--- src/rtl/secded_pkg.sv ---
package secded_pkg;

    localparam int unsigned DATA_W   = 64;
    localparam int unsigned HAM_W    = $clog2(DATA_W + $clog2(DATA_W) + 1);
    localparam int unsigned CHK_W    = HAM_W + 1;
    localparam int unsigned WORD_W   = DATA_W + CHK_W;
    localparam int unsigned CODE_LEN = DATA_W + HAM_W;

    typedef struct packed {
        logic [CHK_W-1:0]  chk;
        logic [DATA_W-1:0] data;
    } code_word_t;

    typedef enum logic [1:0] {
        ECC_CLEAN = 2'd0,
        ECC_FIXED = 2'd1,
        ECC_FATAL = 2'd2
    } ecc_status_t;

    typedef struct packed {
        logic [DATA_W-1:0] data;
        ecc_status_t       status;
    } decode_t;

    typedef enum logic {
        SCRUB_IDLE = 1'b0,
        SCRUB_WAIT = 1'b1
    } scrub_state_t;

    // Codeword position of data bit idx: the idx-th non-power-of-two in 1..CODE_LEN.
    function automatic int unsigned data_pos(input int unsigned idx);
        int unsigned seen;
        int unsigned pos;
        seen = 0;
        pos  = 0;
        for (int unsigned p = 1; p <= CODE_LEN; p++) begin
            if ((p & (p - 1)) != 0) begin
                if (seen == idx) pos = p;
                seen++;
            end
        end
        return pos;
    endfunction

    // Data bits that feed Hamming check bit k.
    function automatic logic [DATA_W-1:0] ham_mask(input int unsigned k);
        logic [DATA_W-1:0] m;
        m = '0;
        for (int unsigned i = 0; i < DATA_W; i++) begin
            m[i] = ((data_pos(i) >> k) & 1) != 0;
        end
        return m;
    endfunction

    function automatic code_word_t inject(input code_word_t w,
                                          input logic [DATA_W-1:0] dmask,
                                          input logic [CHK_W-1:0] cmask);
        code_word_t r;
        r.data = w.data ^ dmask;
        r.chk  = w.chk ^ cmask;
        return r;
    endfunction

endpackage

--- src/rtl/ecc_encoder.sv ---
module ecc_encoder
    import secded_pkg::*;
(
    input  logic [DATA_W-1:0] data_i,
    output code_word_t        word_o
);

    logic [HAM_W-1:0] ham;

    for (genvar k = 0; k < HAM_W; k++) begin : g_ham
        localparam logic [DATA_W-1:0] MASK = ham_mask(k);
        assign ham[k] = ^(data_i & MASK);
    end

    assign word_o.data = data_i;
    assign word_o.chk  = {(^data_i) ^ (^ham), ham};

endmodule

--- src/rtl/ecc_decoder.sv ---
module ecc_decoder
    import secded_pkg::*;
(
    input  code_word_t word_i,
    input  logic       check_en_i,
    output decode_t    res_o
);

    code_word_t        recalc;
    logic [HAM_W-1:0]  syn;
    logic              par_odd;
    logic              in_range;
    logic [DATA_W-1:0] flip;

    ecc_encoder u_recalc (
        .data_i (word_i.data),
        .word_o (recalc)
    );

    assign syn      = recalc.chk[HAM_W-1:0] ^ word_i.chk[HAM_W-1:0];
    assign par_odd  = ^word_i;
    assign in_range = (syn <= HAM_W'(CODE_LEN));

    for (genvar i = 0; i < DATA_W; i++) begin : g_flip
        localparam logic [HAM_W-1:0] POS = HAM_W'(data_pos(i));
        assign flip[i] = (syn == POS);
    end

    always_comb begin
        res_o.data   = word_i.data;
        res_o.status = ECC_CLEAN;
        if (check_en_i) begin
            if (par_odd && in_range) begin
                res_o.status = ECC_FIXED;
                res_o.data   = word_i.data ^ flip;
            end else if (par_odd || (syn != '0)) begin
                res_o.status = ECC_FATAL;
            end
        end
    end

endmodule

--- src/rtl/ecc_err_counter.sv ---
module ecc_err_counter #(
    parameter int unsigned CNT_W = 16
) (
    input  logic             clk,
    input  logic             rst,
    input  logic             inc_i,
    input  logic             clr_i,
    output logic [CNT_W-1:0] count_o
);

    always_ff @(posedge clk) begin
        if (rst) begin
            count_o <= '0;
        end else if (clr_i) begin
            count_o <= '0;
        end else if (inc_i && (count_o != '1)) begin
            count_o <= count_o + CNT_W'(1);
        end
    end

endmodule

--- src/rtl/ecc_scrub_ctrl.sv ---
module ecc_scrub_ctrl
    import secded_pkg::*;
#(
    parameter int unsigned ADDR_W = 32
) (
    input  logic              clk,
    input  logic              rst,
    input  logic              start_i,
    input  logic [ADDR_W-1:0] addr_i,
    input  code_word_t        word_i,
    input  logic              ack_i,
    output logic              req_o,
    output logic [ADDR_W-1:0] addr_o,
    output code_word_t        word_o
);

    scrub_state_t state;

    always_ff @(posedge clk) begin
        if (rst) begin
            state  <= SCRUB_IDLE;
            addr_o <= '0;
            word_o <= '0;
        end else begin
            case (state)
                SCRUB_IDLE: begin
                    if (start_i) begin
                        state  <= SCRUB_WAIT;
                        addr_o <= addr_i;
                        word_o <= word_i;
                    end
                end
                SCRUB_WAIT: begin
                    if (ack_i) state <= SCRUB_IDLE;
                end
                default: state <= SCRUB_IDLE;
            endcase
        end
    end

    assign req_o = (state == SCRUB_WAIT);

endmodule

--- src/rtl/secded_path.sv ---
module secded_path
    import secded_pkg::*;
#(
    parameter int unsigned ADDR_W = 32,
    parameter int unsigned CNT_W  = 16
) (
    input  logic              clk,
    input  logic              rst,
    input  logic              cfg_check_en,
    input  logic [DATA_W-1:0] cfg_inj_data,
    input  logic [CHK_W-1:0]  cfg_inj_chk,
    input  logic              cfg_cnt_clr,
    input  logic              wr_valid,
    input  logic [ADDR_W-1:0] wr_addr,
    input  logic [DATA_W-1:0] wr_data,
    output logic              mem_wr_valid,
    output logic [ADDR_W-1:0] mem_wr_addr,
    output logic [WORD_W-1:0] mem_wr_word,
    input  logic              rd_valid,
    input  logic [ADDR_W-1:0] rd_addr,
    input  logic [WORD_W-1:0] rd_word,
    output logic              rd_ready,
    output logic              rsp_valid,
    output logic [DATA_W-1:0] rsp_data,
    output logic              rsp_corrected,
    output logic              rsp_uncorrectable,
    output logic              scrub_req,
    output logic [ADDR_W-1:0] scrub_addr,
    output logic [WORD_W-1:0] scrub_word,
    input  logic              scrub_ack,
    output logic [CNT_W-1:0]  err_count
);

    code_word_t wr_enc;
    code_word_t rd_cw;
    code_word_t fix_enc;
    code_word_t scrub_cw;
    decode_t    dec;
    logic       rd_accept;
    logic       rd_fixed;

    // Write side: encode, then apply the fault-injection masks.
    ecc_encoder u_wr_enc (
        .data_i (wr_data),
        .word_o (wr_enc)
    );

    always_ff @(posedge clk) begin
        if (rst) begin
            mem_wr_valid <= 1'b0;
            mem_wr_addr  <= '0;
            mem_wr_word  <= '0;
        end else begin
            mem_wr_valid <= wr_valid;
            if (wr_valid) begin
                mem_wr_addr <= wr_addr;
                mem_wr_word <= inject(wr_enc, cfg_inj_data, cfg_inj_chk);
            end
        end
    end

    // Read side: classify and repair.
    assign rd_cw = rd_word;

    ecc_decoder u_dec (
        .word_i     (rd_cw),
        .check_en_i (cfg_check_en),
        .res_o      (dec)
    );

    assign rd_ready  = !scrub_req;
    assign rd_accept = rd_valid && rd_ready;
    assign rd_fixed  = rd_accept && (dec.status == ECC_FIXED);

    always_ff @(posedge clk) begin
        if (rst) begin
            rsp_valid         <= 1'b0;
            rsp_data          <= '0;
            rsp_corrected     <= 1'b0;
            rsp_uncorrectable <= 1'b0;
        end else begin
            rsp_valid         <= rd_accept;
            rsp_corrected     <= rd_fixed;
            rsp_uncorrectable <= rd_accept && (dec.status == ECC_FATAL);
            if (rd_accept) rsp_data <= dec.data;
        end
    end

    // Scrub write-back of the repaired word.
    ecc_encoder u_fix_enc (
        .data_i (dec.data),
        .word_o (fix_enc)
    );

    ecc_scrub_ctrl #(
        .ADDR_W (ADDR_W)
    ) u_scrub (
        .clk     (clk),
        .rst     (rst),
        .start_i (rd_fixed),
        .addr_i  (rd_addr),
        .word_i  (inject(fix_enc, cfg_inj_data, cfg_inj_chk)),
        .ack_i   (scrub_ack),
        .req_o   (scrub_req),
        .addr_o  (scrub_addr),
        .word_o  (scrub_cw)
    );

    assign scrub_word = scrub_cw;

    ecc_err_counter #(
        .CNT_W (CNT_W)
    ) u_cnt (
        .clk     (clk),
        .rst     (rst),
        .inc_i   (rd_fixed),
        .clr_i   (cfg_cnt_clr),
        .count_o (err_count)
    );

endmodule

--- config.mk ---
export PLATFORM = sky130hd
export DESIGN_NAME = secded_path
export DESIGN_NICKNAME = d
export VERILOG_FILES = /design/src/rtl/secded_pkg.sv /design/src/rtl/ecc_encoder.sv /design/src/rtl/ecc_decoder.sv /design/src/rtl/ecc_err_counter.sv /design/src/rtl/ecc_scrub_ctrl.sv /design/src/rtl/secded_path.sv
export SDC_FILE = /design/constraint.sdc
export NUM_CORES = 1
export LEC_CHECK = 0
export BUFFER_PORTS_ARGS = -buffer_cell sky130_fd_sc_hd__buf_2
export CAP_MARGIN = 20
export CORE_AREA = 2 2 220 222
export CTS_BUF_LIST = sky130_fd_sc_hd__clkbuf_4 sky130_fd_sc_hd__clkbuf_8 sky130_fd_sc_hd__clkbuf_16
export DETAILED_ROUTE_END_ITERATION = 16
export DIE_AREA = 0 0 222 224
export SYNTH_ARGS = -nofsm -noshare
export SYNTH_HDL_FRONTEND = slang
export SYNTH_SLANG_ARGS = --single-unit
--- constraint.sdc ---
create_clock -name clk -period 7.7 [get_ports clk]
set_input_delay 1.155 -clock clk [delete_from_list [all_inputs] [get_ports clk]]
set_output_delay 1.155 -clock clk [all_outputs]
set_load 0.005 [all_outputs]
==> metrics.csv <==
metric,value,unit
placed_area,20200,um2
start_util,35.2,%
htreeDepth,2,
routed_wl,71.0,mm
die-area,49700,um2
final_cells,3036,
status,finished clean,
start_kind,input port,
setup_tns,0,ns
cts_hold_buf,0,
synth_top_area_cell,dfxtp_1,
ys_top_cells_by_area,"dfxtp_1 (35%), xnor2_1 (21%), xor2_1 (7.4%)",
grt-ovfl-total,0,
io_buffers,572,
die_w,222,um
slowest_delay,0.76,ns
synth.area.mux_share,2.18,%
wl_per_cell,23.4,um
min_from,u_scrub.word_o[17]$_SDFFE_PP0P_,
fillCellCount,4734,
yosys_warnings,0,
cap_violations,0,
rrSetupSlack,4.86,ns
synth-seq-area-share,35.2,%
crit_path_frequent_cell,xnor3_1,
synthCells,1859,
finalNetCount,2676,
grt_start_max_net_pins,205,
maxSlewHeadroom,22.8,%
worstReg2RegEnd,u_cnt.count_o[9]$_SDFFE_PP0P_,
synth_top_family_by_area,XOR/XNOR gates,
yosys.area_share.simple,14.4,%
postCtsResizedCells,0,
cts_made_buffers,36,
drc,0,
cp_slowest_cell,nor4_4,
clock_skew,0.0116,ns
placed_cells,2973,
crit_path_cell_trace,buf_2 -> xnor3_1 -> xnor2_2 -> xnor3_2 -> xnor2_4 -> xor3_2 -> nor4_4 -> nand3_1 -> xor2_1 -> xnor3_1 -> xnor2_1 -> xnor3_1 -> xor2_1 -> xnor3_1 -> xnor2_1 -> a211oi_2,
vias,15300,
p_per_area,383,nW/um2
synth_compound_area_share,9.84,%
fin_crit,6.20,ns
cts_setup_buffers,0,
synthAdderAreaFrac,0.0751,%
stdcell_area,21400,um2
hold_viol,0,
dr.first_iter.drc_count,1074,
cts_root_buf,clkbuf_16,
reg2reg_depth,9,
synth_xor_area_share,35.5,%
dp_hpwl,57.9,mm
worstPathArrival,6.57,ns
rsz0062_at_grt,false,
dr.pass1.iters,5,
tightest_slew,1.16,ns
cp-end-kind,register,
synth_top_area_share,35.2,%
period_share,80.6,%
path_class,input port to register,
grt_pass1_vias,14900,
crit_required,8.07,ns
timing.fmax,161,MHz
min_path_type,register to register,
cts_tree,built,
synth_nets,2139,
chipHeight,224,um
post_synth.cell_area_avg,8.96,um2
cts.clk_slew.worst_paths,0.06,ns
antenna_found_initial,6,
leakage,9.09,nW
cp_max_fo,17,
vias_per_cell,5.02,
final_layout_size_suffix_gt1_share,29.0,%
area_delta_synth_final,28.2,%
track_usage,27.5,%
clk_latency,0.53,ns
cts.sinks,293,
grt_first_pass_wirelength,101,mm
r2r-start,u_scrub.req_o$_SDFF_PP0_,
core_area,47300,um2
ys_types,52,
holdPathStages,2,
rows,80,
finalSetupViolations,0,
min_to,u_scrub.word_o[17]$_SDFFE_PP0P_,
final_max_slew_viol_count,0,
ir_drop,0.000214,V
final_antenna_net_count,0,
place.gp.congestion,0.963,
clockBufferDepth,3,
syn-cell-area,16700,um2
num_io_pins,573,
ys_ff_latch,293,
==> cells by family (layout without fill, tap and decap cells) <==
kind of cell             Yosys count  count (layout)
AO/OA/AOI/OAI                    253             253
multiplexers                      35              35
other                              0               4
flip-flops                       293             293
AND/OR/NAND/NOR                  562             562
XOR/XNOR                         600             600
buffers and inverters            115             673
adder cells (fa/ha/maj)            1               1
==> metal layers <==
layer | GRT usage (%) | wire, um | vias up
met5 | 0 | 0 | -
met4 | 9.20 | 2670 | 0
met3 | 5.42 | 4610 | 122
met2 | 48.0 | 34200 | 642
met1 | 34.0 | 29500 | 7285
li1 | - | - | 7202
==> worst max-delay path, delay by kind of cell <==
family	cells	cell delay (ns)
compound gates	1	0.09
buf+inv	1	0.13
simple gates	2	0.97
xor+xnor	12	4.20
==> cells in the mapped netlist, drive strengths merged <==
cell,instances
and4,1
o21a,1
nand3b,1
nand2b,4
a211o,2
xnor3,38
o211ai,2
o2111ai,1
a211oi,133
xor3,2
or2,4
ha,1
nand3,48
buf,17
or3b,1
nor4,2
mux2i,35
clkbuf,96
o31ai,1
xnor2,414
nor3,14
nor2b,5
dfxtp,293
nand4b,1
nand4,24
a21oi,107
inv,2
nor2,229
a21o,2
o21ai,3
and3,6
and2,5
o22ai,1
nor3b,1
and3b,1
nand2,215
xor2,146
==> layout by cell type (no fill, tap or decap), types with 33 or more instances in the layout <==
master	instances
buf_2	570
xnor2_1	407
dfxtp_1	293
nor2_1	228
nand2_1	215
xor2_1	141
a211oi_1	132
a21oi_1	107
nand3_1	47
buf_4	38
clkbuf_16	37
mux2i_1	34
xnor3_1	33
==> flip-flops by register name (all words and copies together), names as in the netlist <==
| register | count |
|---|---|
| rsp_valid | 1 |
| u_cnt.count_o | 16 |
| u_scrub.word_o | 72 |
| rsp_data | 64 |
| u_scrub.addr_o | 32 |
| u_scrub.req_o | 1 |
| mem_wr_valid | 1 |
| mem_wr_word | 72 |
| rsp_uncorrectable | 1 |
| mem_wr_addr | 32 |
| rsp_corrected | 1 |
==> report_power, final <==
part / internal (mW) / total [mW] / switching (mW)
Combinational: 1.78 / 4.50 / 2.72
Sequential: 1.83 / 1.99 / 0.164
Clock: 1.01 / 1.68 / 0.669
Total: 4.62 / 8.17 / 3.55
==> worst max path at each step <==
stage / endpoint / depth (start not counted) / startpoint
2_1_floorplan: u_scrub.word_o[71]$_SDFFE_PP0P_ / 15 / rd_word[55]
3_5_place_dp: u_scrub.word_o[71]$_SDFFE_PP0P_ / 16 / rd_word[55]
3_3_place_gp: u_scrub.word_o[71]$_SDFFE_PP0P_ / 16 / rd_word[55]
5_1_grt: u_scrub.word_o[71]$_SDFFE_PP0P_ / 16 / rd_word[55]
6_report: u_scrub.word_o[71]$_SDFFE_PP0P_ / 16 / rd_word[55]
4_1_cts: u_scrub.word_o[71]$_SDFFE_PP0P_ / 16 / rd_word[55]
==> area by class of cell <==
type	instances	area, um2	area share [%]
clock buffer	47	1030	4.83
timing repair buffer	612	3200	15.0
multi-input combinational	1451	10300	48.4
sequential	293	5870	27.5
tap	615	769	3.60
clock inverter	12	120	0.563
antenna	4	10.0	0.0469
inverter	2	7.51	0.0352
==> stage by stage <==
stage / hold WS [ns] / utilization [%] / power, mW / worst slack, ns
after floorplan: 0.448 / - / 5.00 / 2.02
after global placement: 0.438 / 42.6 / 6.48 / 1.02
after detailed placement: 0.441 / 42.6 / 6.50 / 0.962
after CTS: 0.449 / 45.1 / 8.21 / 1.48
after global routing: 0.466 / 45.1 / 8.63 / 1.14
final: 0.446 / 45.1 / 8.17 / 1.50
No activity file was read; power rests on OpenSTA's default activity.
